## src/rtl/gpt_pkg.sv

```systemverilog
package gpt_pkg;
  // register byte offsets; software relies on this map
  localparam int OFF_SYSST = 'h14;
  localparam int OFF_STAT  = 'h18;
  localparam int OFF_IEN   = 'h1C;
  localparam int OFF_CTRL  = 'h24;
  localparam int OFF_CNT   = 'h28;
  localparam int OFF_LOAD  = 'h2C;
  localparam int OFF_TRIG  = 'h30;
  localparam int OFF_PEND  = 'h34;
  localparam int OFF_MATCH = 'h38;
  localparam int OFF_CAPT  = 'h3C;
  localparam int OFF_IFC   = 'h40;

  // control field positions
  localparam int CTRL_W    = 15;
  localparam int CB_RUN    = 0;
  localparam int CB_AUTO   = 1;
  localparam int CB_DIV_LO = 2;
  localparam int CB_DIV_EN = 5;
  localparam int CB_CMP_EN = 6;
  localparam int CB_IDLE   = 7;
  localparam int CB_EVT_LO = 10;
  localparam int CB_TOGGLE = 12;

  // status bits
  localparam int STAT_W    = 3;
  localparam int SB_CMP    = 0;
  localparam int SB_OVF    = 1;

  // pending code bits
  localparam int PEND_W    = 5;
endpackage

```

## src/rtl/gpt_post.sv

```systemverilog
module gpt_post #(
  parameter int AW  = 8,
  parameter int DW  = 32,
  parameter int LAT = 3
) (
  input  logic          clk,
  input  logic          rst_n,
  input  logic          clr,
  input  logic          wr_en,
  input  logic [AW-1:0] wr_addr,
  input  logic [DW-1:0] wr_data,
  output logic          busy,
  output logic          apply,
  output logic [AW-1:0] ap_addr,
  output logic [DW-1:0] ap_data
);
  localparam int CW = (LAT > 1) ? $clog2(LAT) : 1;

  logic          busy_q, busy_d;
  logic [CW-1:0] cnt_q, cnt_d;
  logic [AW-1:0] addr_q, addr_d;
  logic [DW-1:0] data_q, data_d;

  always_comb begin
    busy_d = busy_q;
    cnt_d  = cnt_q;
    addr_d = addr_q;
    data_d = data_q;
    if (clr) begin
      busy_d = 1'b0;
    end else if (wr_en) begin
      busy_d = 1'b1;
      cnt_d  = CW'(LAT - 1);
      addr_d = wr_addr;
      data_d = wr_data;
    end else if (busy_q) begin
      if (cnt_q == '0) busy_d = 1'b0;
      else             cnt_d  = cnt_q - 1'b1;
    end
  end

  always_ff @(posedge clk or negedge rst_n) begin
    if (!rst_n) begin
      busy_q <= 1'b0;
      cnt_q  <= '0;
      addr_q <= '0;
      data_q <= '0;
    end else begin
      busy_q <= busy_d;
      cnt_q  <= cnt_d;
      addr_q <= addr_d;
      data_q <= data_d;
    end
  end

  assign busy    = busy_q;
  assign apply   = busy_q && (cnt_q == '0) && !clr && !wr_en;
  assign ap_addr = addr_q;
  assign ap_data = data_q;
endmodule

```

## src/rtl/gpt_prescale.sv

```systemverilog
module gpt_prescale #(
  parameter int DIV_W = 8
) (
  input  logic       clk,
  input  logic       rst_n,
  input  logic       run,
  input  logic       div_en,
  input  logic [2:0] div_sel,
  output logic       tick
);
  logic [DIV_W-1:0] div_q, div_d, limit;
  logic             wrap;

  always_comb begin
    limit = ~({DIV_W{1'b1}} << ({1'b0, div_sel} + 4'd1));
    wrap  = (div_q >= limit);
    tick  = run && (!div_en || wrap);
    if (!run || !div_en || wrap) div_d = '0;
    else                         div_d = div_q + 1'b1;
  end

  always_ff @(posedge clk or negedge rst_n) begin
    if (!rst_n) div_q <= '0;
    else        div_q <= div_d;
  end
endmodule

```

## src/rtl/gpt_pwm.sv

```systemverilog
module gpt_pwm (
  input  logic       clk,
  input  logic       rst_n,
  input  logic       clr,
  input  logic       ovf_ev,
  input  logic       cmp_ev,
  input  logic [1:0] evt_sel,
  input  logic       toggle,
  input  logic       idle_lvl,
  output logic       pwm_out
);
  logic st_q, st_d, hit, active;

  always_comb begin
    active = (evt_sel == 2'd1) || (evt_sel == 2'd2);
    hit    = ((evt_sel == 2'd1) && ovf_ev) ||
             ((evt_sel == 2'd2) && (ovf_ev || cmp_ev));
    if (clr || !active) st_d = 1'b0;
    else if (toggle)    st_d = st_q ^ hit;
    else                st_d = hit;
  end

  always_ff @(posedge clk or negedge rst_n) begin
    if (!rst_n) st_q <= 1'b0;
    else        st_q <= st_d;
  end

  assign pwm_out = st_q ^ idle_lvl;
endmodule

```

## src/rtl/gpt_timer.sv

```systemverilog
module gpt_timer
  import gpt_pkg::*;
#(
  parameter int ADDR_W   = 8,
  parameter int DATA_W   = 32,
  parameter int POST_LAT = 3,
  parameter int SR_LAT   = 8,
  parameter int DIV_W    = 8
) (
  input  logic              clk,
  input  logic              rst_n,
  input  logic              bus_req,
  input  logic              bus_wr,
  input  logic [ADDR_W-1:0] bus_addr,
  input  logic [DATA_W-1:0] bus_wdata,
  output logic [DATA_W-1:0] bus_rdata,
  output logic              irq,
  output logic              pwm_out
);
  localparam int SRW = (SR_LAT > 1) ? $clog2(SR_LAT) : 1;

  // reset: asserted asynchronously, released on the clock
  logic [1:0] rsync_q;
  logic       rst_i;
  always_ff @(posedge clk or negedge rst_n) begin
    if (!rst_n) rsync_q <= 2'b00;
    else        rsync_q <= {rsync_q[0], 1'b1};
  end
  assign rst_i = rsync_q[1];

  logic [CTRL_W-1:0] ctrl_q, ctrl_d;
  logic [DATA_W-1:0] cnt_q, cnt_d, load_q, load_d, match_q, match_d;
  logic [STAT_W-1:0] stat_q, stat_d, ien_q, ien_d, stat_w1c;
  logic              sr_busy_q, sr_busy_d;
  logic [SRW-1:0]    sr_cnt_q, sr_cnt_d;

  logic              wr_ok, wr_posted, sr_go, clr;
  logic              post_busy, post_apply;
  logic [ADDR_W-1:0] ap_addr;
  logic [DATA_W-1:0] ap_data;
  logic              ap_ctrl, ap_cnt, ap_load, ap_trig, ap_match;
  logic              tick, ovf_ev, cmp_ev;
  logic [PEND_W-1:0] pend_code;

  assign clr   = sr_busy_q;
  assign wr_ok = bus_req && bus_wr && !sr_busy_q;

  always_comb begin
    unique case (bus_addr)
      ADDR_W'(OFF_CTRL), ADDR_W'(OFF_CNT), ADDR_W'(OFF_LOAD),
      ADDR_W'(OFF_TRIG), ADDR_W'(OFF_MATCH): wr_posted = wr_ok;
      default:                               wr_posted = 1'b0;
    endcase
  end

  gpt_post #(.AW(ADDR_W), .DW(DATA_W), .LAT(POST_LAT)) u_post (
    .clk(clk), .rst_n(rst_i), .clr(clr), .wr_en(wr_posted),
    .wr_addr(bus_addr), .wr_data(bus_wdata), .busy(post_busy),
    .apply(post_apply), .ap_addr(ap_addr), .ap_data(ap_data)
  );

  assign ap_ctrl  = post_apply && (ap_addr == ADDR_W'(OFF_CTRL));
  assign ap_cnt   = post_apply && (ap_addr == ADDR_W'(OFF_CNT));
  assign ap_load  = post_apply && (ap_addr == ADDR_W'(OFF_LOAD));
  assign ap_trig  = post_apply && (ap_addr == ADDR_W'(OFF_TRIG));
  assign ap_match = post_apply && (ap_addr == ADDR_W'(OFF_MATCH));

  gpt_prescale #(.DIV_W(DIV_W)) u_div (
    .clk(clk), .rst_n(rst_i), .run(ctrl_q[CB_RUN] && !clr),
    .div_en(ctrl_q[CB_DIV_EN]), .div_sel(ctrl_q[CB_DIV_LO +: 3]), .tick(tick)
  );

  assign ovf_ev = tick && (cnt_q == '1);
  assign cmp_ev = tick && ctrl_q[CB_CMP_EN] && (cnt_q == match_q);

  gpt_pwm u_pwm (
    .clk(clk), .rst_n(rst_i), .clr(clr), .ovf_ev(ovf_ev), .cmp_ev(cmp_ev),
    .evt_sel(ctrl_q[CB_EVT_LO +: 2]), .toggle(ctrl_q[CB_TOGGLE]),
    .idle_lvl(ctrl_q[CB_IDLE]), .pwm_out(pwm_out)
  );

  // next state
  always_comb begin
    ctrl_d  = ctrl_q;
    cnt_d   = cnt_q;
    load_d  = load_q;
    match_d = match_q;
    ien_d   = ien_q;
    stat_w1c = (wr_ok && bus_addr == ADDR_W'(OFF_STAT)) ? bus_wdata[STAT_W-1:0] : '0;
    stat_d  = stat_q & ~stat_w1c;
    stat_d[SB_CMP] = stat_d[SB_CMP] | cmp_ev;
    stat_d[SB_OVF] = stat_d[SB_OVF] | ovf_ev;
    if (wr_ok && bus_addr == ADDR_W'(OFF_IEN)) ien_d = bus_wdata[STAT_W-1:0];
    if (ap_load)  load_d  = ap_data;
    if (ap_match) match_d = ap_data;

    if (ap_cnt)       cnt_d = ap_data;
    else if (ap_trig) cnt_d = load_q;
    else if (ovf_ev)  cnt_d = ctrl_q[CB_AUTO] ? load_q : '0;
    else if (tick)    cnt_d = cnt_q + 1'b1;

    if (ap_ctrl)                          ctrl_d = ap_data[CTRL_W-1:0];
    else if (ovf_ev && !ctrl_q[CB_AUTO])  ctrl_d[CB_RUN] = 1'b0;

    sr_go     = wr_ok && (bus_addr == ADDR_W'(OFF_IFC)) && bus_wdata[1];
    sr_busy_d = sr_busy_q;
    sr_cnt_d  = sr_cnt_q;
    if (sr_go) begin
      sr_busy_d = 1'b1;
      sr_cnt_d  = SRW'(SR_LAT - 1);
    end else if (sr_busy_q) begin
      if (sr_cnt_q == '0) sr_busy_d = 1'b0;
      else                sr_cnt_d  = sr_cnt_q - 1'b1;
    end

    if (clr) begin
      ctrl_d  = '0;
      cnt_d   = '0;
      load_d  = '0;
      match_d = '0;
      stat_d  = '0;
      ien_d   = '0;
    end
  end

  // registers
  always_ff @(posedge clk or negedge rst_i) begin
    if (!rst_i) begin
      ctrl_q    <= '0;
      cnt_q     <= '0;
      load_q    <= '0;
      match_q   <= '0;
      stat_q    <= '0;
      ien_q     <= '0;
      sr_busy_q <= 1'b0;
      sr_cnt_q  <= '0;
    end else begin
      ctrl_q    <= ctrl_d;
      cnt_q     <= cnt_d;
      load_q    <= load_d;
      match_q   <= match_d;
      stat_q    <= stat_d;
      ien_q     <= ien_d;
      sr_busy_q <= sr_busy_d;
      sr_cnt_q  <= sr_cnt_d;
    end
  end

  always_comb begin
    pend_code = '0;
    if (post_busy) begin
      pend_code[0] = (ap_addr == ADDR_W'(OFF_CTRL));
      pend_code[1] = (ap_addr == ADDR_W'(OFF_CNT));
      pend_code[2] = (ap_addr == ADDR_W'(OFF_LOAD));
      pend_code[3] = (ap_addr == ADDR_W'(OFF_TRIG));
      pend_code[4] = (ap_addr == ADDR_W'(OFF_MATCH));
    end
  end

  always_comb begin
    unique case (bus_addr)
      ADDR_W'(OFF_SYSST): bus_rdata = DATA_W'(!sr_busy_q);
      ADDR_W'(OFF_STAT):  bus_rdata = DATA_W'(stat_q);
      ADDR_W'(OFF_IEN):   bus_rdata = DATA_W'(ien_q);
      ADDR_W'(OFF_CTRL):  bus_rdata = DATA_W'(ctrl_q);
      ADDR_W'(OFF_CNT):   bus_rdata = cnt_q;
      ADDR_W'(OFF_LOAD):  bus_rdata = load_q;
      ADDR_W'(OFF_PEND):  bus_rdata = DATA_W'(pend_code);
      ADDR_W'(OFF_MATCH): bus_rdata = match_q;
      default:            bus_rdata = '0;
    endcase
  end

  assign irq = |(stat_q & ien_q);
endmodule

```

## config.mk

```make
export PLATFORM = sky130hd
export DESIGN_NAME = gpt_timer
export DESIGN_NICKNAME = d
export VERILOG_FILES = /design/src/rtl/gpt_pkg.sv /design/src/rtl/gpt_post.sv /design/src/rtl/gpt_prescale.sv /design/src/rtl/gpt_pwm.sv /design/src/rtl/gpt_timer.sv
export SDC_FILE = /design/constraint.sdc
export NUM_CORES = 1
export LEC_CHECK = 0
export BUFFER_PORTS_ARGS = -buffer_cell sky130_fd_sc_hd__buf_2
export CAP_MARGIN = 20
export CELL_PAD_IN_SITES_DETAIL_PLACEMENT = 1
export CELL_PAD_IN_SITES_GLOBAL_PLACEMENT = 1
export CORE_ASPECT_RATIO = 0.9
export CORE_MARGIN = 10
export CORE_UTILIZATION = 49
export DETAILED_ROUTE_END_ITERATION = 10
export PLACE_DENSITY = 0.82
export SYNTH_ARGS = -nofsm -noshare
export SYNTH_HDL_FRONTEND = slang
export SYNTH_SLANG_ARGS = --single-unit
```

## constraint.sdc

```tcl
create_clock -name clk -period 11.75 [get_ports clk]
set_input_delay 0 -clock clk [delete_from_list [all_inputs] [get_ports clk]]
set_output_delay 0 -clock clk [all_outputs]
set_load 0.01 [all_outputs]
```

Word-level counts from Yosys, hierarchy flattened --
Cells that the tools add are included.
Storage, ports and cells: register bits 175, output and inout port bits 34
Cells by class: add/sub/neg operators 5, magnitude comparators 1, equality and inequality tests 21, shifts and indexed selects 1, multiplexer cells 37, bitwise logic cells 9, reductions and logical operators 50
Operators by type and width (count):
- $mux W32 | 10
- $pmux W32 S8 | 1
- $eq A8 B6 Y1 const B | 11
- $add A32 B1 Y32 const B | 1
- $eq A32 B32 Y1 | 1
- $eq A32 B32 Y1 const B | 1
- $eq A8 B5 Y1 const B | 3
- $logic_and A1 B1 Y1 | 22
- $mux W3 | 7
- $mux W15 | 1
- $mux W14 | 1
- $mux W1 | 12
- $reduce_bool A2 Y1 | 6
- $add A8 B1 Y8 const B | 1
- $eq A8 B7 Y1 const B | 1
- $ge A8 B8 Y1 | 1
- $mux W8 | 1
- $not A8 Y8 | 1
- $shl A8 B4 Y8 const A | 1
- $logic_or A1 B1 Y1 | 7
- $and A3 B3 Y3 | 2
- $logic_not A1 Y1 | 6
- $mux W2 | 3
- $mux W5 | 1
- other kinds (19) | 22

Longest topological paths before layout --
word-level depth 14, gate-level depth with buffers 13

Cells and area by module --
A second synthesis with hierarchy kept.
Second synthesis, totals: cell total of the unflattened synthesis 1178, area, all modules 10423.7 sq um
Modules (own cells, without submodules):
- gpt_timer | instances 1, cells each 997, area each 7991.4 sq um, seq. area each 3078.0 sq um
- gpt_post | instances 1, cells each 103, area each 1674.1 sq um, seq. area each 1076.0 sq um
- gpt_prescale | instances 1, cells each 67, area each 654.4 sq um, seq. area each 200.2 sq um
- gpt_pwm | instances 1, cells each 11, area each 103.8 sq um, seq. area each 25.0 sq um

Least setup slack after synthesis --
No wires, ideal clock.
path kind register -> register, start reg ctrl_q[3], end reg cnt_q[13], library setup time 0.076 ns, arrival 3.078 ns, required time 11.674 ns, path slack 8.596 ns, stages on the path, launching flop included 14, clock period less this slack 3.154 ns, cells stage by stage dfrtp_1 > ha_1 > xor2_1 > nor2b_1 > nand2_1 > ha_1 > nand2b_1 > a2111oi_0 > o31ai_1 > a21o_1 > nor3_1 > buf_2 > nand2_1 > o21ai_1
Between the ends: longest elaborated chain between the ends 11
Ends and longest elaborated chain:
- from (decl) | RTL line gpt_timer.sv:31 | logic [CTRL_W-1:0] ctrl_q, ctrl_d;
- from (signal assigned) | RTL line gpt_timer.sv:138 | ctrl_q <= ctrl_d;
- $add A3 B1 Y4 (*) | RTL line gpt_prescale.sv:15 | limit = ~({DIV_W{1'b1}} << ({1'b0, div_sel} + 4'd1));
- $shl A8 B4 Y8 (*) | RTL line gpt_prescale.sv:15
- $not A8 Y8 (*) | RTL line gpt_prescale.sv:15
- $ge A8 B8 Y1 (*) | RTL line gpt_prescale.sv:16 | wrap = (div_q >= limit);
- $logic_or A1 B1 Y1 (*) | RTL line gpt_prescale.sv:17 | tick = run && (!div_en || wrap);
- $logic_and A1 B1 Y1 (*) | RTL line gpt_prescale.sv:17
- $logic_and A1 B1 Y1 | RTL line gpt_timer.sv:73 | assign ovf_ev = tick && (cnt_q == '1);
- $mux W32 | RTL line gpt_timer.sv:99 | else if (ovf_ev) cnt_d = ctrl_q[CB_AUTO] ? load_q : '0;
- $mux W32 | RTL line gpt_timer.sv:98 | else if (ap_trig) cnt_d = load_q;
- $mux W32 | RTL line gpt_timer.sv:97 | if (ap_cnt) cnt_d = ap_data;
- $mux W32 | RTL line gpt_timer.sv:116 | if (clr) begin
- to (signal assigned) | RTL line gpt_timer.sv:139 | cnt_q <= cnt_d;
- to (decl) | RTL line gpt_timer.sv:32 | logic [DATA_W-1:0] cnt_q, cnt_d, load_q, load_d, match_q, match_d;
Every way passes the cells marked *; elsewhere a longest branch is shown, timed or not. A chain may end at the register's enable or synchronous reset.

Final worst setup path --
start reg ctrl_q[3], end reg cnt_q[3]
The elaborated chain is that of the path after synthesis.

==> results.ini <==
[worst_setup_path]
crit_chain=ha_1 > xor2_1 > nor2b_1 > nand2_1 > ha_1 > nand2b_1 > a2111oi_0 > o31ai_1 > a21o_1 > nor3_2 > buf_4 > nand2_1 > o21ai_1
worstSetupStartpointType=flip-flop
endpoint_kind=flip-flop
cp_data_arrival_time_ns=4.72
worstPathMaxFanout=13
crit_required_ns=12.10
path_class=flip-flop to flip-flop
cpPeakStageDelay_ns=0.72
cp_slowest_cell=nor3_2

[timing]
finalSetupViolCount=0
finalWorstSetupSlack_ns=7.38
fin_tns_setup_ns=0
fin_crit_sh=0.372
worst_pin_slew_ns=1.10
slew_headroom=0.260
skew_ns=0.00866
layout_min_cycle_time_ns=4.37
hold_viol=0
slew_violations=0
max_freq_mhz=229
rsz0062_at_grt=no

[global_routing]
grtUsageMet3=0.0527
antenna_found_initial=0
grt.overflow.total=0
grt_max_degree=77
grt_pass1_wl_mm=55.5
grt-busiest-layer=met2
grt_pass1_vias=9926
grtUsageMet2=0.422
use_met1=0.351
grt_usage=0.262

[logic_synthesis]
synth_top_cell_area_share=0.446
ys_ff_latch=175
synth_edf_count=0
synth_top_area_cell=dfrtp_1
synth_common_cells=342 x nand2_1, 175 x dfrtp_1, 111 x a21oi_1
yosysWarnings=0
syn_avg_cell_area_um2=8.22
async_flop_share=1.00
syn_inst=1196
ys_top_cells_by_area=dfrtp_1 45%, nand2_1 13%, a21oi_1 5.7%
syn_nets=1257
synthesis.area_um2=9830
synth_cell_types=63
ys.flop_type=dfrtp_1
synth.most_common_cell=nand2_1
yosysSeqAreaShare=0.446

[clocking]
clk_pin_slew_worst_paths_ns=0.07
numCtsBuffers=17
clock_latency_ns=0.44
cts_buffer_depth=2
cts.htree.levels=4
cts_tree=built
cts_resized=0
clockRootBuffer=clkbuf_16
cts_sinks=175

[layout]
nFillCells=2387
fin_area_um2=11400
areaGrowthSynthToFinish_pct=15.5
n_antenna_cell=0
nNetsFinal=1319
drive_gt1_frac=0.115

[drt]
route.detailed.drc=0
wl_per_cell_um=22.2
ant_nets=0
num_vias=9398
drtIter0Drc=937
firstDrtPassIters=7
routed_wl_mm=33.9
vias_per_cell=6.16

[pwr]
p_sw_frac=0.246
p_leak_nw=5.30
p_seq_frac=0.477
power.total_w=0.00135
pwr-share-comb=0.055
clockPowerShare=0.468
p_sw_w=0.000332
powerDensity_nw_per_um2=119
p_int_w=0.00102
peakVddDrop_uv=82.9

[placed_design]
dpl_worst_slack_ns=7.50
numPortBuffers=77
gp_congestion=0.880
hpwl_mm=22.9
place_area_um2=10300

[floorplan]
coreArea_um2=19900
die_h_um=154
die_x_um=169
io_pins=78
start_util=0.495
die-area_um2=26100
rows=49

[run]
maxCapViolCount=0

[min_path]
worstHoldPathType=input port to flip-flop

[outcome]
status=completed

-- path summary, 6_finish.rpt --
| kind | from | end | slack (ns) | depth (start not counted) |
|---|---|---|---|---|
| setup / recovery | ctrl_q[3]$_DFFE_PN0P_ | cnt_q[3]$_DFFE_PN0P_ | 7.38 | 13 |
| hold / removal | bus_req | stat_q[2]$_DFF_PN0_ | 0.11 | 3 |
| setup reg to reg | ctrl_q[3]$_DFFE_PN0P_ | cnt_q[3]$_DFFE_PN0P_ | 7.38 | 13 |
| hold reg to reg | rsync_q[1]$_DFF_PN0_ | ien_q[2]$_DFFE_PN0P_ | 0.23 | 0 |
| max in group asynchronous | rsync_q[1]$_DFF_PN0_ | ctrl_q[3]$_DFFE_PN0P_ | 10.16 | 1 |
| min in group asynchronous | rsync_q[1]$_DFF_PN0_ | ien_q[2]$_DFFE_PN0P_ | 0.23 | 0 |
-- power by group through the flow --
stage	Clock [W]	Combinational [W]	Sequential, W
after floorplan	0	0.0000330	0.000652
after global placement	0	0.0000598	0.000655
after detailed placement	0	0.0000635	0.000655
after CTS	0.000639	0.0000741	0.000644
after global routing	0.000665	0.0000861	0.000647
final	0.000631	0.0000740	0.000644
-- registers in the layout, summed over array words and instances (netlist names) --
signal	cells
clr	1
cnt_q	32
ctrl_q	15
ien_q	3
load_q	32
match_q	32
rsync_q	2
sr_cnt_q	3
stat_q	3
u_div.div_q	8
u_post.ap_addr	8
u_post.ap_data	32
u_post.busy	1
u_post.cnt_q	2
u_pwm.st_q	1
-- critical path: cells and delay by family, from the launching register on --
kind | cells | cell delay, ns
AND/OR/NAND/NOR | 5 | 1.31
AO/OA/AOI/OAI | 4 | 1.46
XOR/XNOR | 1 | 0.16
flip-flops | 1 | 0.47
adder cells (fa/ha/maj) | 2 | 0.51
buffers and inverters | 1 | 0.37
-- metal layers --
layer	wire length, um	share of wire	vias to the layer above
li1	-	-	4235
met1	14900	0.44	4778
met2	16200	0.48	327
met3	2040	0.060	58
met4	775	0.023	0
met5	0	0	-
-- what timing repair did --
action                                 CTS  global route
setup endpoints to repair                0             0
setup buffers                            0             0
hold buffers                            41             0
endpoints found under the hold margin   46             0
-- through the flow --
| stage | instances | hold WS (ns) | utilization |
|---|---|---|---|
| 2_1_floorplan | 1196 | -0.296 | - |
| 3_3_place_gp | 1450 | -0.214 | 0.516 |
| 3_5_place_dp | 1450 | -0.213 | 0.516 |
| 4_1_cts | 1523 | 0.0712 | 0.569 |
| 5_1_grt | 1526 | 0.128 | 0.571 |
| 6_report | 1526 | 0.114 | 0.571 |
-- cells in the final DEF, fill, tap and decap left out, types with 37 or more instances in the layout --
master and n:
dlygate4sd3_1 41, dfrtp_1 173, buf_2 77, xor2_1 46, o21ai_1 51, inv_1 37, a21oi_1 111, o21ai_0 45
nand2_1 342, nor2_1 43
-- area by class of cell --
class,count,area (um^2),share of cell area
Clock buffer,18,439,0.0387
Tap cell,255,319,0.0281
Multi-Input combinational cell,896,4950,0.436
Timing Repair Buffer,131,917,0.0808
Clock inverter,14,203,0.0179
Sequential cell,175,4390,0.386
Inverter,37,139,0.0122
-- cell families after synthesis --
logic type / Yosys count / synth area share
DFF: 175 / 0.446
adders and majority gates: 17 / 0.0216
muxes: 4 / 0.00420
AOI/OAI and AO/OA: 281 / 0.174
other: 1 / 0.000382
buffers and inverters: 125 / 0.0545
xor gates and xnor gates: 63 / 0.0561
and+or+nand+nor: 530 / 0.244
No activity file was read; power rests on OpenSTA's default activity.
